File: src/rtl/pcie_rst_seq_pkg.sv
package pcie_rst_seq_pkg;

  typedef enum logic [3:0] {
    ST_IDLE,
    ST_PWR,
    ST_REFCLK,
    ST_BUSCLK,
    ST_REFWAIT,
    ST_EPRST,
    ST_CFG,
    ST_POLL,
    ST_UP,
    ST_FAIL
  } seq_state_e;

  function automatic int us_to_cycles(input int mhz, input int us);
    return mhz * us;
  endfunction

  function automatic int max3(input int a, input int b, input int c);
    int m;
    m = (a > b) ? a : b;
    return (m > c) ? m : c;
  endfunction

endpackage

File: src/rtl/pcie_rst_seq_timer.sv
module pcie_rst_seq_timer #(
  parameter int TW = 17
) (
  input  logic          clk,
  input  logic          rst_n,
  input  logic          load_i,
  input  logic [TW-1:0] load_val_i,
  output logic          zero_o
);

  logic [TW-1:0] cnt_q;

  always_ff @(posedge clk or negedge rst_n) begin
    if (!rst_n)               cnt_q <= '0;
    else if (load_i)          cnt_q <= load_val_i;
    else if (cnt_q != '0)     cnt_q <= cnt_q - 1'b1;
  end

  assign zero_o = (cnt_q == '0);

  // Once expired, the timer stays expired until reloaded
  p_tmr_hold_r5: assert property (@(posedge clk) disable iff (!rst_n)
    (zero_o && !load_i) |=> zero_o);

endmodule

File: src/rtl/pcie_rst_seq_polls.sv
module pcie_rst_seq_polls #(
  parameter int MAX_POLLS = 200
) (
  input  logic clk,
  input  logic rst_n,
  input  logic clr_i,
  input  logic inc_i,
  output logic last_o
);

  localparam int PW = $clog2(MAX_POLLS + 1);

  logic [PW-1:0] cnt_q;

  always_ff @(posedge clk or negedge rst_n) begin
    if (!rst_n)      cnt_q <= '0;
    else if (clr_i)  cnt_q <= '0;
    else if (inc_i)  cnt_q <= cnt_q + 1'b1;
  end

  assign last_o = (cnt_q == PW'(MAX_POLLS - 1));

  // The failed-poll count never reaches the budget; fail is taken first
  p_poll_bound_r8: assert property (@(posedge clk) disable iff (!rst_n)
    cnt_q < PW'(MAX_POLLS));

endmodule

File: src/rtl/pcie_rst_seq_fsm.sv
module pcie_rst_seq_fsm
  import pcie_rst_seq_pkg::*;
#(
  parameter int TW        = 17,
  parameter int REF_CYC   = 1250,
  parameter int EPRST_CYC = 125000,
  parameter int POLL_CYC  = 12500
) (
  input  logic          clk,
  input  logic          rst_n,
  input  logic          start_i,
  input  logic          split_i,
  input  logic          cfg_done_i,
  input  logic          link_up_i,
  input  logic          tmr_zero_i,
  input  logic          poll_last_i,
  output logic          tmr_load_o,
  output logic [TW-1:0] tmr_val_o,
  output logic          poll_clr_o,
  output logic          poll_inc_o,
  output logic          pwr_o,
  output logic          refclk_o,
  output logic          busclk_o,
  output logic          refout_o,
  output logic          phy_rst_o,
  output logic          ep_rst_n_o,
  output logic          ltssm_o,
  output logic          done_o,
  output logic          fail_o
);

  seq_state_e state_q, state_d;
  logic       split_q, split_d;

  always_ff @(posedge clk or negedge rst_n) begin
    if (!rst_n) begin
      state_q <= ST_IDLE;
      split_q <= 1'b0;
    end else begin
      state_q <= state_d;
      split_q <= split_d;
    end
  end

  always_comb begin
    state_d    = state_q;
    split_d    = split_q;
    tmr_load_o = 1'b0;
    tmr_val_o  = '0;
    poll_clr_o = 1'b0;
    poll_inc_o = 1'b0;
    unique case (state_q)
      ST_IDLE: if (start_i) begin
        state_d = ST_PWR;
        split_d = split_i;
      end
      ST_PWR:    state_d = ST_REFCLK;
      ST_REFCLK: state_d = ST_BUSCLK;
      ST_BUSCLK: begin
        tmr_load_o = 1'b1;
        if (split_q) begin
          state_d   = ST_EPRST;
          tmr_val_o = TW'(EPRST_CYC - 1);
        end else begin
          state_d   = ST_REFWAIT;
          tmr_val_o = TW'(REF_CYC - 1);
        end
      end
      ST_REFWAIT: if (tmr_zero_i) begin
        state_d    = ST_EPRST;
        tmr_load_o = 1'b1;
        tmr_val_o  = TW'(EPRST_CYC - 1);
      end
      ST_EPRST: if (tmr_zero_i) state_d = ST_CFG;
      ST_CFG: if (cfg_done_i) begin
        state_d    = ST_POLL;
        tmr_load_o = 1'b1;
        tmr_val_o  = TW'(POLL_CYC - 1);
        poll_clr_o = 1'b1;
      end
      ST_POLL: if (tmr_zero_i) begin
        if (link_up_i)        state_d = ST_UP;
        else if (poll_last_i) state_d = ST_FAIL;
        else begin
          tmr_load_o = 1'b1;
          tmr_val_o  = TW'(POLL_CYC - 1);
          poll_inc_o = 1'b1;
        end
      end
      ST_UP, ST_FAIL: state_d = state_q;
      default: state_d = ST_IDLE;
    endcase
  end

  // Moore decode of the pin levels from the state
  assign pwr_o      = (state_q != ST_IDLE);
  assign refclk_o   = pwr_o && (state_q != ST_PWR);
  assign busclk_o   = refclk_o && (state_q != ST_REFCLK);
  assign ep_rst_n_o = (state_q inside {ST_CFG, ST_POLL, ST_UP, ST_FAIL});
  assign ltssm_o    = (state_q inside {ST_POLL, ST_UP, ST_FAIL});
  assign refout_o   = !split_q && (state_q == ST_EPRST || ep_rst_n_o);
  assign phy_rst_o  = split_q && pwr_o && !ep_rst_n_o;
  assign done_o     = (state_q == ST_UP);
  assign fail_o     = (state_q == ST_FAIL);

  p_clk_needs_pwr_r2: assert property (@(posedge clk) disable iff (!rst_n)
    (refclk_o || busclk_o) |-> pwr_o);

  p_bus_after_ref_r2: assert property (@(posedge clk) disable iff (!rst_n)
    $rose(busclk_o) |-> $past(refclk_o));

  p_refout_variant_r3: assert property (@(posedge clk) disable iff (!rst_n)
    refout_o |-> !phy_rst_o);

  p_ltssm_gate_r6: assert property (@(posedge clk) disable iff (!rst_n)
    ltssm_o |-> (ep_rst_n_o && !phy_rst_o));

  p_ltssm_cfg_r6: assert property (@(posedge clk) disable iff (!rst_n)
    $rose(ltssm_o) |-> $past(cfg_done_i));

  p_done_link_r7: assert property (@(posedge clk) disable iff (!rst_n)
    $rose(done_o) |-> $past(link_up_i));

  p_excl_r8: assert property (@(posedge clk) disable iff (!rst_n)
    !(done_o && fail_o));

  p_split_stable_r9: assert property (@(posedge clk) disable iff (!rst_n)
    (pwr_o && $past(pwr_o)) |-> $stable(split_q));

  p_hold_r10: assert property (@(posedge clk) disable iff (!rst_n)
    (done_o || fail_o) |=> ($stable(done_o) && $stable(fail_o) && ltssm_o));

endmodule

File: src/rtl/pcie_rst_seq.sv
module pcie_rst_seq
  import pcie_rst_seq_pkg::*;
#(
  parameter int CLK_MHZ     = 125,
  parameter int REF_WAIT_US = 10,
  parameter int EP_RST_US   = 1000,
  parameter int POLL_US     = 100,
  parameter int MAX_POLLS   = 200
) (
  input  logic clk,
  input  logic rst_n,
  input  logic start_i,
  input  logic split_pwr_i,
  input  logic cfg_done_i,
  input  logic link_up_i,
  output logic pwr_en_o,
  output logic ref_clk_en_o,
  output logic bus_clk_en_o,
  output logic ref_out_en_o,
  output logic phy_rst_o,
  output logic ep_rst_n_o,
  output logic ltssm_en_o,
  output logic done_o,
  output logic link_fail_o
);

  localparam int REF_CYC   = us_to_cycles(CLK_MHZ, REF_WAIT_US);
  localparam int EPRST_CYC = us_to_cycles(CLK_MHZ, EP_RST_US);
  localparam int POLL_CYC  = us_to_cycles(CLK_MHZ, POLL_US);
  localparam int CYC_MAX   = max3(REF_CYC, EPRST_CYC, POLL_CYC);
  localparam int TW        = (CYC_MAX > 1) ? $clog2(CYC_MAX) : 1;

  logic          tmr_load, tmr_zero, poll_clr, poll_inc, poll_last;
  logic [TW-1:0] tmr_val;

  pcie_rst_seq_timer #(.TW(TW)) u_timer (
    .clk        (clk),
    .rst_n      (rst_n),
    .load_i     (tmr_load),
    .load_val_i (tmr_val),
    .zero_o     (tmr_zero)
  );

  pcie_rst_seq_polls #(.MAX_POLLS(MAX_POLLS)) u_polls (
    .clk    (clk),
    .rst_n  (rst_n),
    .clr_i  (poll_clr),
    .inc_i  (poll_inc),
    .last_o (poll_last)
  );

  pcie_rst_seq_fsm #(
    .TW        (TW),
    .REF_CYC   (REF_CYC),
    .EPRST_CYC (EPRST_CYC),
    .POLL_CYC  (POLL_CYC)
  ) u_fsm (
    .clk         (clk),
    .rst_n       (rst_n),
    .start_i     (start_i),
    .split_i     (split_pwr_i),
    .cfg_done_i  (cfg_done_i),
    .link_up_i   (link_up_i),
    .tmr_zero_i  (tmr_zero),
    .poll_last_i (poll_last),
    .tmr_load_o  (tmr_load),
    .tmr_val_o   (tmr_val),
    .poll_clr_o  (poll_clr),
    .poll_inc_o  (poll_inc),
    .pwr_o       (pwr_en_o),
    .refclk_o    (ref_clk_en_o),
    .busclk_o    (bus_clk_en_o),
    .refout_o    (ref_out_en_o),
    .phy_rst_o   (phy_rst_o),
    .ep_rst_n_o  (ep_rst_n_o),
    .ltssm_o     (ltssm_en_o),
    .done_o      (done_o),
    .fail_o      (link_fail_o)
  );

endmodule

File: config.mk
export PLATFORM = sky130hd
export DESIGN_NAME = pcie_rst_seq
export DESIGN_NICKNAME = d
export VERILOG_FILES = /design/src/rtl/pcie_rst_seq_pkg.sv /design/src/rtl/pcie_rst_seq_timer.sv /design/src/rtl/pcie_rst_seq_polls.sv /design/src/rtl/pcie_rst_seq_fsm.sv /design/src/rtl/pcie_rst_seq.sv
export SDC_FILE = /design/constraint.sdc
export NUM_CORES = 1
export LEC_CHECK = 0
export BUFFER_PORTS_ARGS = -buffer_cell sky130_fd_sc_hd__buf_2
export CORE_MARGIN = 10
export CORE_UTILIZATION = 50
export DETAILED_ROUTE_END_ITERATION = 12
export PLACE_DENSITY = 0.71
export REMOVE_ABC_BUFFERS = 1
export SYNTH_ARGS = -nofsm -noshare
export SYNTH_HDL_FRONTEND = slang
export SYNTH_SLANG_ARGS = --single-unit
File: constraint.sdc
create_clock -name clk -period 2 [get_ports clk]
set_input_delay 0.1 -clock clk [delete_from_list [all_inputs] [get_ports clk]]
set_output_delay 0.1 -clock clk [all_outputs]
set_load 0.01 [all_outputs]
---- Yosys cells after proc, flatten, opt, wreduce, memory -nomap -nowiden ----
Cells that the tools add are included.
operators by class
  add/subtract/negate cells ............... 2
  equal/unequal tests ..................... 18
  muxes and demuxes ....................... 28
  bitwise gates (word level) .............. 1
  reduce and logical (&&, ||, !) cells .... 19
operators with widths
  cell                                                                   number
  17-bit two-way mux                                                     6
  17-bit one-hot mux with 4 select lines                                 1
  4-bit one-hot mux with 9 select lines                                  1
  14-bit two-way mux                                                     2
  4-bit two-way mux                                                      7
  17-bit zero test                                                       1
  17-bit nonzero test                                                    1
  17-bit by 1-bit subtractor with 17-bit output, second input constant   1
  4-bit by 3-bit equality test with 1-bit output, second input constant  4
  8-bit two-way mux                                                      2
  2-bit != test, second input constant                                   5
  8-bit by 1-bit adder with 8-bit output, second input constant          1
  4-bit by 2-bit equality test with 1-bit output, second input constant  2
  4-bit equality test, second input constant                             2
  8-bit equality test, second input constant                             1
  1-bit two-way mux                                                      8
  4-bit nonzero test                                                     2
  7-bit AND reduction                                                    1
  1-bit logical AND                                                      5
  4-bit by 1-bit equality test with 1-bit output, second input constant  1
  4-bit zero test                                                        1
  4-bit by 1-bit != test with 1-bit output, second input constant        1
  4-bit by 2-bit != test with 1-bit output, second input constant        1
  1-bit one-hot mux with 4 select lines                                  1
  other kinds (8)                                                        10
word-level totals
  register bits ........................... 30
  bits of input ports ..................... 6
  output and inout port bits .............. 9
  logic and storage cells ................. 72

---- Logic depth before layout (Yosys ltp) ----
Gate-level depths: netlist of run 1.
  word-level depth ........................ 7
  mapped depth ............................ 8
  mapped depth without buffers ............ 7

---- Cells and area by module ----
A second synthesis of run 1 with hierarchy kept.
second synthesis, totals
  cells, all modules ...................... 225
  area total of the unflattened synthesis .. 2006.9 µm²
modules (own cells, without submodules)
  module              times used  cells an instance  area each (µm²)  seq. area each (µm²)
  pcie_rst_seq_timer  1           109                1033.5           425.4
  pcie_rst_seq_fsm    1           77                 568.0            125.1
  pcie_rst_seq_polls  1           39                 405.4            200.2

---- Least setup slack after synthesis of run 1 ----
Ideal clock, no wire load.
  path type ............................... reg-to-reg
  from .................................... reg u_timer.cnt_q[10]
  to ...................................... reg u_fsm.state_q[0]
  setup time .............................. 0.125 ns
  data arrival time ....................... 2.084 ns
  required time ........................... 1.875 ns
  slack ................................... -0.209 ns
  cell stages (with the launch flop) ...... 6
  path buffers ............................ 0
  period minus slack after synthesis ...... 2.209 ns
  cells stage by stage .................... dfrtp_1 -> or4_4 -> nor3b_4 -> a21oi_1 -> or3_4 -> mux2_4
on the way
  longest elaborated chain between the ends .. 3
  elaborated cells on any way between the ends .. 5
  those cells by class .................... eq/ne: 3; reduce/logical: 2
ends and longest elaborated chain
  item                             line                      text
  start, declared                  pcie_rst_seq_timer.sv:11  logic [TW-1:0] cnt_q;
  start signal, assigned           pcie_rst_seq_timer.sv:15  else if (load_i) cnt_q <= load_val_i;
  start signal, assigned           pcie_rst_seq_timer.sv:16  else if (cnt_q != '0) cnt_q <= cnt_q - 1'b1;
  17-bit zero test *               pcie_rst_seq_timer.sv:19  assign zero_o = (cnt_q == '0);
  2-bit != test (no line)          n/a
  7-bit AND reduction (no line) *  n/a
  end signal, assigned             pcie_rst_seq_fsm.sv:40    state_q <= state_d;
  end, declared                    pcie_rst_seq_fsm.sv:32    seq_state_e state_q, state_d;
Mark *: on every way between the ends. The rest lies on a longest branch, timed or not.
A chain may end at the register's enable or synchronous reset.

---- Worst setup path after layout of run 1 ----
  from .................................... reg u_timer.cnt_q[8]
  to ...................................... reg u_polls.cnt_q[6]
on the way
  longest elaborated chain between the ends .. 4
ends and longest elaborated chain
  item                          line                      text
  17-bit zero test              pcie_rst_seq_timer.sv:19
  1-bit two-way mux             pcie_rst_seq_fsm.sv:81    ST_POLL: if (tmr_zero_i) begin
  1-bit two-way mux             pcie_rst_seq_fsm.sv:52    unique case (state_q)
  2-bit nonzero test (no line)  n/a
  end signal, assigned          pcie_rst_seq_polls.sv:18  else if (inc_i) cnt_q <= cnt_q + 1'b1;
  end, declared                 pcie_rst_seq_polls.sv:13  logic [PW-1:0] cnt_q;
Every way passes these cells.

==> metrics.md, run 1 <==
| Metric | Value |
|---|---|
| DR vias | `between 1500 and 2000` |
| Setup CP Type | `register to register` |
| DRT iter0 DRCs | `about 140` |
| Max cap viols | `0` |
| Post-synthesis sequential area ratio | `around two fifths` |
| DP HPWL | `about 3.4 mm` |
| 1st-pass router iterations | `4` |
| Share of the synthesized area in the top cell type | `between 30% and 40%` |
| Fin crit share | `108%` |
| Global route overflow | `0` |
| CTS tree | `yes` |
| Nets@finish | `roughly 290` |
| Clock buffer count from CTS | `5` |
| Status | `finished, violations left` |
| Rel. slew slack | `roughly 54%` |
| VDD IR-drop max | `398 µV` |
| Slew @ Worst Pin | `between 0.6 and 0.7 ns` |
| Final min period | `2.16 ns` |
| Post-synthesis async set-or-reset flop share | `100%` |
| Routed wire length | `approximately 5.1 mm` |
| Die area | `~6600 µm²` |
| Clk_skew | `~0.0055 ns` |
| Hold Vio Cnt, Final | `0` |
| Commonest cells in the netlist | `dfrtp_1 (30), nor2_1 (20), nand2_1 (18)` |
| CP Data Arrival Time | `between 2 and 2.5 ns` |
| Post-Syn Area | `about 1900 µm²` |
| Core Rows | `22` |
| Vias per cell | `approximately 5.7` |
| Vias in the first global route | `roughly 1800` |
| Antenna violations before repair | `0` |
| Worst EP required | `2.21 ns` |
| Largest net degree at the start of global routing | `31` |
| Critical Path End Type | `register` |
| Hold Path Class | `input port to register` |
| CP Launch Type | `register` |
| Ports | `15` |
| Antenna cells | `0` |
| Pleak | `between 0.001 and 0.0015 µW` |
| Synth top area cells | `dfrtp_1 (40%), xnor2_1 (6.5%), nor2_1 (4.0%), nand2_1 (3.6%), a21oi_1 (3.2%)` |
| Synth unique cells | `52` |
| RSZ-0062 raised after global routing | `true` |
| Fin. max-slew vios | `0` |
| Final WS setup | `-0.155 ns` |
| Number of nets with antenna violations after routing | `0` |
| DIE WIDTH | `81.4 µm` |
| Cell taking the most area after synthesis | `dfrtp_1` |
| H-tree depth | `2` |
| Synthesis-to-layout area growth | `41.7%` |
| CP Max Fanout | `3` |
| Post-synth top flop | `dfrtp_1` |
| First-pass GRT wire length | `between 8 and 9 mm` |
| Failing checks | `setup timing` |
| Setup WS pre-CTS | `-0.154 ns` |
| Clock sinks | `30` |
| Pwr/cell area | `about 410 nW/µm²` |
| Buffers on Ports | `14` |
| Post-synthesis area per instance | `9.15 µm²` |
| Die Ht | `81.4 µm` |
| CORE AREA | `~3700 µm²` |
| Initial core utilization | `between 50% and 60%` |
| Hold WS | `about 0.048 ns` |
| Worst skew pair latency | `~0.28 ns` |
| Share of cells above drive strength 1 | `a little over two fifths` |
| Most numerous cell in the Yosys netlist | `dfrtp_1` |
| Number of synthesized flops with an enable pin | `0` |
| Clk slew on worst S/H paths | `roughly 0.07 ns` |
| Endpoints failing setup | `9` |
| Fmax | `~460 MHz` |
| Yosys warns | `0` |
| Clock root buffer | `clkbuf_8` |
| Placer Congestion | `around 0.84` |
| Total track usage | `approximately 16%` |
| Number of synthesized register bits | `30` |
| Syn Inst Count | `206` |
| Remaining DRCs | `0` |
| Max clock buf depth | `2` |
| Wire length per cell | `between 15 and 20 µm` |
## flip-flops by register name, indices dropped and copies added, names as in the netlist
register and count:
u_fsm.split_q 1, u_timer.cnt_q 17, u_fsm.state_q 4, u_polls.cnt_q 8
## layer usage
layer,GRT usage [%],routed length [µm]
met5,0,0
met2,25.9,2460
met1,20.0,2210
met4,5.19,76
met3,3.75,375
## where the power goes
group	internal, µW	switching [µW]	total, µW	leakage (µW)
sequential	609	1.42	610	0.000364
clock	233	230	463	0.0000438
combinational	9.88	18.3	28.2	0.000781
## logic make-up after synthesis
group | count (synthesis) | synth area share, %
compound gates | 41 | 13.5
xor+xnor | 20 | 9.30
fa+ha+maj | 3 | 1.99
buf+inv | 11 | 3.85
flops | 30 | 39.8
mux | 4 | 2.46
simple gates | 97 | 29.0
## cells in the final DEF (no fill, tap or decap), types with 3 or more instances in the layout
master    netlist  final
nand3_1         6      6
nor3_1          7      3
buf_2           1     14
or3_1           6      5
xnor2_1        14     14
nand4_1         3      3
buf_6           0      3
dfrtp_1        30     30
o21ai_1         1      6
or3_4           1      3
o21ai_0        12      7
xor2_1          6      6
buf_4           0     55
clkbuf_8        3      5
nand2_1        18     17
nor3_4          0      3
nor2_1         20     19
a21oi_1        12     10
nand2b_1        6      5
## worst max-delay path, stage by stage (launching register included)
cell,delay [ns]
dfrtp_1,0.38
or4_4,0.58
nor3b_4,0.26
buf_4,0.16
nand3_2,0.06
or4_1,0.51
a21oi_1,0.13
## layout make-up
class	instances	area (µm²)
well taps	48	60.1
multi-input cells	165	1220
inverters	4	15.0
fillers	260	991
flip-flops and latches	30	751
clock inverters	2	10.0
clock buffers	5	68.8
repair buffers	74	547
## path summary, 6_finish.rpt
| check | cells after the start | slack (ns) | from | endpoint |
|---|---|---|---|---|
| max in group asynchronous | 2 | 1.16 | rst_n | u_timer.cnt_q[16]$_DFFE_PN0P_ |
| max | 6 | -0.16 | u_timer.cnt_q[8]$_DFFE_PN0P_ | u_polls.cnt_q[6]$_DFFE_PN0N_ |
| max reg2reg | 6 | -0.16 | u_timer.cnt_q[8]$_DFFE_PN0P_ | u_polls.cnt_q[6]$_DFFE_PN0N_ |
| min in group asynchronous | 2 | 0.39 | rst_n | u_polls.cnt_q[2]$_DFFE_PN0N_ |
| min reg2reg | 1 | 0.53 | u_polls.cnt_q[7]$_DFFE_PN0N_ | u_polls.cnt_q[7]$_DFFE_PN0N_ |
| min | 2 | 0.05 | split_pwr_i | u_fsm.split_q$_DFFE_PN0P_ |
## timing repair
action                     in CTS  in global routing
gates resized for setup        18                 23
buffers inserted                4                  6
hold buffers                    1                  0
pin swaps                       2                 14
setup endpoints to repair      19                 25
hold endpoints to repair       30                  0
## through the flow
stage | std cells | total power (µW) | setup TNS, ns | util (%) | area [µm²]
2_1_floorplan | 199 | 626 | -0.765 | - | 1830
3_3_place_gp | 310 | 648 | -0.733 | 63.8 | 2340
3_5_place_dp | 310 | 649 | -1.34 | 63.8 | 2340
4_1_cts | 322 | 1110 | -0.645 | 69.1 | 2530
5_1_grt | 328 | 1140 | -2.11 | 72.9 | 2670
6_report | 328 | 1100 | -0.763 | 72.9 | 2670
(Power assumes the default switching activity.)
==> run 2, diff against run 1 <==
--- a/config.mk
+++ b/config.mk
@@ -13,4 +13,5 @@
 export REMOVE_ABC_BUFFERS = 1
 export SYNTH_ARGS = -nofsm -noshare
 export SYNTH_HDL_FRONTEND = slang
+export SYNTH_HIERARCHICAL = 1
 export SYNTH_SLANG_ARGS = --single-unit
==> metrics.md, run 2 <==
| Metric | Value |
|---|---|
| H-tree depth | `2 (unchanged)` |
| CTS tree | `yes` |
| Clock sinks | `30 (unchanged)` |
| Final min period | `2.32 ns (+0.165 ns)` |
| CP Data Arrival Time | `2.51 ns (+0.15 ns)` |
| Fin crit share | `116% (+8.2 points)` |
| Buffers on Ports | `14 (unchanged)` |
| Hold WS | `0.0474 ns (-0.000624 ns)` |
| Crit-path cells | `inv_2 -> ha_4 -> nor4b_4 -> buf_4 -> nand2b_4 -> nor3_4 -> nand3_2 -> o21a_1 -> o21ai_4 -> buf_6 -> buf_12 -> nand2_2 -> o31ai_2` |
| CORE AREA | `3770 µm² (+3.0%)` |
| Core Rows | `22 (unchanged)` |
| Die area | `6950 µm² (+4.9%)` |
| CP max-delay cell | `dfrtp_1` |
| Rel. slew slack | `53.3% (-0.43 points)` |
| Max cap viols | `0 (unchanged)` |
| Biggest register | `u_timer/cnt_q` |
| Post-synthesis sequential area ratio | `37.4% (-2.4 points)` |
| VDD IR-drop max | `699 µV (+76%)` |
| Yosys warns | `6 (+6)` |
| Total track usage | `14.3% (-1.6 points)` |
| 1st-pass router iterations | `4 (unchanged)` |
| Endpoints failing setup | `22 (+13)` |
| First-pass GRT wire length | `8.55 mm (+2.1%)` |
| Number of synthesized flops with an enable pin | `0 (unchanged)` |
| Critical Path End Type | `register` |
| Pleak | `0.00133 µW (+12%)` |
| Fin cells | `350 (+6.7%)` |
| Hold Path Class | `input port to register` |
| Slew @ Worst Pin | `0.694 ns (+0.0000668 ns)` |
| Clock root buffer | `clkbuf_8` |
| DIE WIDTH | `83.4 µm (+2.4%)` |
| Post-synthesis async set-or-reset flop share | `100% (unchanged)` |
| Failing checks | `setup timing` |
| Max clock buf depth | `2 (unchanged)` |
| Post-Syn Area | `2010 µm² (+6.5%)` |
| GR peak layer | `met2` |
| Number of buffers and inverters on the critical path | `4 (+3)` |
| Commonest cells after routing, fill and taps aside | `buf_4 (66), dfrtp_1 (30), nand2_1 (21)` |
| DR vias | `2007 (+7.8%)` |
| Remaining DRCs | `0 (unchanged)` |
| Status | `finished, violations left` |
| Number of synthesized register bits | `30 (unchanged)` |
| Post-synth top flop | `dfrtp_1` |
| Routed wire length | `5.81 mm (+13%)` |
| Nets@finish | `309 (+6.9%)` |
| Largest net degree at the start of global routing | `31 (unchanged)` |
| Antenna violations before repair | `0 (unchanged)` |
| Synth top area cells | `dfrtp_1 (37%), o31ai_1 (5.2%), buf_4 (4.9%), nand2_1 (4.5%), xnor2_1 (3.9%)` |
| Grt met1 use | `16.0% (-4.0 points)` |
| Fmax | `431 MHz (-7.1%)` |
| CP Max Fanout | `6 (+3)` |
| Critical path's top delay family | `simple AND/OR/NAND/NOR gates` |
| Clk slew on worst S/H paths | `0.06 ns (about the same)` |
| DP HPWL | `3.47 mm (+1.4%)` |
| Most numerous cell in the Yosys netlist | `dfrtp_1` |
| Commonest cells in the netlist | `dfrtp_1 (30), nand2_1 (24), nor2_1 (15)` |
| Slowest cell delay on critical path | `0.39 ns (-0.19 ns)` |
| Number of nets with antenna violations after routing | `0 (unchanged)` |
| Fin. max-slew vios | `0 (unchanged)` |
| Synthesis-to-layout area growth | `43.8%` |
| Cell taking the most area after synthesis | `dfrtp_1` |
| Post-synthesis area per instance | `8.92 µm² (-2.5%)` |
| CP Launch Type | `register` |
| Worst EP required | `2.19 ns (-0.02 ns)` |
| Clock buffer count from CTS | `5 (unchanged)` |
| Hold Vio Cnt, Final | `0 (unchanged)` |
| Vias in the first global route | `1972 (+9.9%)` |
| Antenna cells | `0 (unchanged)` |
| Die Ht | `83.4 µm (+2.4%)` |
| RSZ-0062 raised after global routing | `true` |
| Final WS setup | `-0.320 ns (-0.165 ns)` |
| Worst skew pair latency | `0.28 ns (about the same)` |
| Placed cells | `320 (+3.2%)` |
| Ports | `15 (unchanged)` |
| Share of cells above drive strength 1 | `44.0% (+0.83 points)` |
| Met3 usage | `4.00% (+0.25 points)` |
| Syn Inst Count | `225 (+9.2%)` |
| DRT iter0 DRCs | `133 (-1.5%)` |
| Pwr/cell area | `1350 nW/µm² (+230%)` |
| Number of flip-flops in the largest register | `17 (unchanged)` |
| Placer Congestion | `0.862 (+3.1%)` |
| Fill count | `241 (-7.3%)` |
| Largest regs | `u_timer/cnt_q: 17 flops, u_polls/cnt_q: 8 flops, u_fsm/state_q: 4 flops` |
| Synth unique cells | `54 (+3.8%)` |
| Power Total | `3900 µW (+250%)` |
| Clk_skew | `0.00416 ns (-0.00132 ns)` |
| Global route overflow | `0 (unchanged)` |
| Most frequent standard cell in the layout excluding fill and tap cells | `buf_4` |
| Vias per cell | `5.73 (+1.0%)` |
| Share of the synthesized area in the top cell type | `37.4% (-2.4 points)` |
| Wire length per cell | `16.6 µm (+6.3%)` |
| Initial core utilization | `53.2% (+1.7 points)` |
| GR Util met2 | `25.0% (-0.91 points)` |
| Setup CP Type | `register to register` |
-- run 2: cell types whose count changed in the layout (fill, tap and decap cells not counted), sizes merged, moves of 4 or more --
cell,delta
xnor2,-5
buf,+14
o31ai,+14
or2,-4
inv,+4
nor2,-5
nand2,+6
a21o,-4
-- run 2: path summary, 6_finish.rpt --
kind,cells after the start,to,startpoint,slack (ns)
min in group asynchronous,2,u_timer/cnt_q[2]$_DFFE_PN0P_,rst_n,0.39
worst min register to register,2,u_timer/cnt_q[16]$_DFFE_PN0P_,u_timer/cnt_q[16]$_DFFE_PN0P_,0.61
worst min-delay path,2,u_fsm/split_q$_DFFE_PN0P_,split_pwr_i,0.05
max in group asynchronous,2,u_fsm/split_q$_DFFE_PN0P_,rst_n,1.17
worst max register to register,13,u_timer/cnt_q[5]$_DFFE_PN0P_,u_timer/cnt_q[0]$_DFFE_PN0P_,-0.32
worst max-delay path,13,u_timer/cnt_q[5]$_DFFE_PN0P_,u_timer/cnt_q[0]$_DFFE_PN0P_,-0.32
-- run 2: area by class of cell --
cell class,count,area [µm²],share of cell area (%)
timing repair buffer,90,713,24.7
sequential,30,751,26.0
clock inverter,2,12.5,0.434
multi-input combinational,166,1240,42.8
tap,48,60.1,2.08
inverter,8,30.0,1.04
clock buffer,6,82.6,2.86
-- run 2: per-layer routing --
metal	vias up	share of wire (%)	wire, µm
met4	0	1.8	104
met5	-	0	0
li1	948	-	-
met3	12	5.8	335
met2	75	51	2980
met1	972	41	2400
-- run 2: kinds of logic (layout without fill, tap and decap cells) --
family / Yosys count / count (layout) / share of synthesized area (%)
flip-flops: 30 / 30 / 37.4
XOR/XNOR: 16 / 16 / 6.98
AO/OA/AOI/OAI: 51 / 51 / 17.4
AND/OR/NAND/NOR: 92 / 92 / 26.8
other: 1 / 3 / 0.187
adder cells (fa/ha/maj): 2 / 2 / 1.25
buffers and inverters: 31 / 106 / 8.91
multiplexers: 2 / 2 / 1.06
-- run 2: what timing repair did --
| action | 4_1_cts | 5_1_grt |
|---|---|---|
| cloned | 0 | 2 |
| endpoints found under the setup margin | 27 | 27 |
| hold buffers | 1 | 0 |
| buffers inserted | 7 | 13 |
| endpoints found under the hold margin | 30 | 0 |
| pin swaps | 6 | 10 |
| gates resized for setup | 18 | 26 |
-- run 2: worst reg2reg max path, stage by stage, from the launching register on --
cell,delay [ns]
dfrtp_1,0.39
inv_2,0.09
ha_4,0.14
nor4b_4,0.22
buf_4,0.18
nand2b_4,0.06
nor3_4,0.18
nand3_2,0.10
o21a_1,0.15
o21ai_4,0.27
buf_6,0.17
buf_12,0.13
nand2_2,0.06
o31ai_2,0.09
-- run 2: where the power goes --
| group | internal (µW) | leakage, µW | switching [µW] | total, µW |
|---|---|---|---|---|
| clock network | 276 | 0.0000472 | 233 | 509 |
| registers | 793 | 0.000386 | 177 | 970 |
| logic | 1260 | 0.000899 | 1160 | 2420 |
| total | 2330 | 0.00133 | 1570 | 3900 |
-- run 2: per-stage QoR --
step	setup slack (ns)	utilization [%]	instance area, µm²	TNS, ns
floorplan	-2.76	-	1870	-52.17
global placement	-0.384	63.8	2400	-6.53
detailed placement	-0.438	63.8	2400	-7.76
CTS	-0.208	70.2	2650	-2.79
global route	-0.394	76.5	2890	-7.31
finish	-0.320	76.5	2890	-5.54
==> run 3, diff against run 2 <==
--- a/config.mk
+++ b/config.mk
@@ -8,6 +8,7 @@
 export BUFFER_PORTS_ARGS = -buffer_cell sky130_fd_sc_hd__buf_2
 export CORE_MARGIN = 10
 export CORE_UTILIZATION = 50
+export CTS_BUF_LIST = sky130_fd_sc_hd__clkbuf_2
 export DETAILED_ROUTE_END_ITERATION = 12
 export PLACE_DENSITY = 0.71
 export REMOVE_ABC_BUFFERS = 1
==> metrics.md, run 3 (synthesis results as in run 2) <==
| Metric | Value |
|---|---|
| Status | `finished, violations left` |
| Failing checks | `setup timing` |
| Remaining DRCs | `0 (unchanged)` |
| Largest regs | `u_timer/cnt_q: 17 flops, u_polls/cnt_q: 8 flops, u_fsm/state_q: 4 flops` |
| Final WS setup | `-0.313 ns (+0.00699 ns)` |
| Number of flip-flops in the largest register | `17 (unchanged)` |
| Nets@finish | `306 (-0.97%)` |
| Antenna violations before repair | `0 (unchanged)` |
| Worst r2r src | `u_timer/cnt_q[7]$_DFFE_PN0P_` |
| Clk_skew | `0.0337 ns (+0.0295 ns)` |
| H-tree depth | `2 (unchanged)` |
| Fin crit share | `116% (-0.35 points)` |
| Synthesis-to-layout area growth | `47.4%` |
| Post-route cell area | `2960 µm² (+2.5%)` |
| Number of nets with antenna violations after routing | `0 (unchanged)` |
| Crit Reg-Reg Endpoint | `u_timer/cnt_q[5]$_DFFE_PN0P_` |
| Worst skew pair latency | `0.39 ns (+0.11 ns)` |
| Clock sinks | `30 (unchanged)` |
| CP Launch Point | `u_timer/cnt_q[7]$_DFFE_PN0P_` |
| Biggest register | `u_timer/cnt_q` |
| DP Area | `2400 µm² (unchanged)` |
| 1st-pass router iterations | `4 (unchanged)` |
| Setup TNS | `-4.86 ns (+0.679 ns)` |
| Fin. max-slew vios | `0 (unchanged)` |
| Fmax | `432 MHz (+0.30%)` |
| Slew @ Worst Pin | `0.689 ns (-0.00554 ns)` |
| Pwr/cell area | `1360 nW/µm² (+0.75%)` |
| Max cap viols | `0 (unchanged)` |
| Routed wire length | `6.18 mm (+6.3%)` |
| Ports | `15 (unchanged)` |
| Setup CP Type | `register to register` |
| CP Launch Type | `register` |
| Final min period | `2.31 ns (-0.00699 ns)` |
| Share of cells above drive strength 1 | `47.2% (+3.1 points)` |
| CORE AREA | `3770 µm² (unchanged)` |
| Most frequent standard cell in the layout excluding fill and tap cells | `buf_4` |
| Die Ht | `83.4 µm (unchanged)` |
| Die area | `6950 µm² (unchanged)` |
| Vias per cell | `5.88 (+2.5%)` |
| VDD IR-drop max | `729 µV (+4.3%)` |
| Setup WS pre-CTS | `-0.438 ns (unchanged)` |
| Rel. slew slack | `54.1% (+0.80 points)` |
| Max clock buf depth | `2 (unchanged)` |
| DIE WIDTH | `83.4 µm (unchanged)` |
| DR vias | `2040 (+1.6%)` |
| Critical Path End Type | `register` |
| Largest net degree at the start of global routing | `31 (unchanged)` |
| Fill count | `230 (-4.6%)` |
| Buffers on Ports | `14 (unchanged)` |
| Clock root buffer | `clkbuf_2` |
| Initial core utilization | `53.2% (unchanged)` |
| DP HPWL | `3.47 mm (unchanged)` |
| First-pass GRT wire length | `8.30 mm (-2.9%)` |
| Placer Congestion | `0.862 (unchanged)` |
| Wire length per cell | `17.8 µm (+7.2%)` |
| Crit path to | `u_timer/cnt_q[5]$_DFFE_PN0P_` |
| Worst R2R Setup Slack | `-0.31 ns (about the same)` |
| Endpoints failing setup | `23 (+4.5%)` |
| Total track usage | `14.0% (-0.28 points)` |
| Worst EP required | `2.26 ns (+0.07 ns)` |
| Global route overflow | `0 (unchanged)` |
| Hold Path Class | `input port to register` |
| Core Rows | `22 (unchanged)` |
| RSZ-0062 raised after global routing | `true` |
| Vias in the first global route | `1880 (-4.7%)` |
| Antenna cells | `0 (unchanged)` |
| DRT iter0 DRCs | `185 (+39%)` |
| CP Max Fanout | `6 (unchanged)` |
| Clk slew on worst S/H paths | `0.16 ns (+0.10 ns)` |
| Hold Vio Cnt, Final | `0 (unchanged)` |
| Clock buffer count from CTS | `5 (unchanged)` |
| CTS tree | `yes` |
| Pleak | `0.00139 µW (+4.3%)` |
| Reg2reg path depth | `10 (-3)` |
| CP Data Arrival Time | `2.58 ns (+0.07 ns)` |
| Commonest cells after routing, fill and taps aside | `buf_4 (60), dfrtp_1 (30), nand2_1 (18)` |
-- run 3: layout make-up --
class	count	area, µm²	share of cell area (%)
inverter	8	30.0	1.02
tap	48	60.1	2.03
multi-input combinational	166	1360	45.9
clock inverter	3	16.3	0.550
timing repair buffer	87	718	24.3
clock buffer	5	25.0	0.846
sequential	30	751	25.4
-- run 3: layer usage --
layer | part of all wire (%) | GRT usage [%] | vias to the layer above
met5 | 0 | 0 | -
met4 | 2.8 | 4.31 | 0
li1 | - | - | 946
met1 | 43 | 16.5 | 1011
met3 | 4.6 | 4.10 | 19
met2 | 50 | 23.7 | 64
-- run 3: what timing repair did --
action,CTS,global route
resized for setup,20,47
gates cloned,0,4
pin swaps,8,14
endpoints found under the setup margin,27,27
hold buffers,2,0
buffers inserted,6,8
hold endpoints to repair,31,0
-- run 3: power breakdown --
group / leakage [µW] / switching (µW) / total [µW] / internal (µW)
clock: 0.0000264 / 232 / 312 / 79.7
sequential: 0.000386 / 199 / 989 / 790
combinational: 0.000977 / 1320 / 2730 / 1410
-- run 3: worst min path at each step --
stage,from,end,slack [ns],depth (start not counted)
finish,start_i,u_fsm/split_q$_DFFE_PN0P_,0.07,3
global route,start_i,u_fsm/split_q$_DFFE_PN0P_,0.07,3
CTS,start_i,u_fsm/split_q$_DFFE_PN0P_,0.06,3
detailed placement,rst_n,u_timer/cnt_q[2]$_DFFE_PN0P_,0.18,1
global placement,rst_n,u_timer/cnt_q[3]$_DFFE_PN0P_,0.18,1
floorplan,rst_n,u_fsm/split_q$_DFFE_PN0P_,-0.20,0
-- run 3: critical path: stages (launching register included) --
cell	delay, ns
dfrtp_1	0.42
nor3_1	0.34
nand2_1	0.21
nor3_4	0.30
nand3_2	0.11
o21a_1	0.15
o21ai_4	0.21
buf_6	0.17
buf_12	0.11
nand2_1	0.06
o31ai_1	0.12
-- run 3: per-stage QoR --
step                      utilization (%)  power [µW]  hold WS [ns]  cells
after floorplan                         -        1970        -0.196    204
after global placement               63.8        2690         0.180    320
after detailed placement             63.8        2730         0.182    320
after CTS                            69.0        3270        0.0575    336
after global routing                 78.4        4260        0.0701    347
final                                78.4        4030        0.0690    347
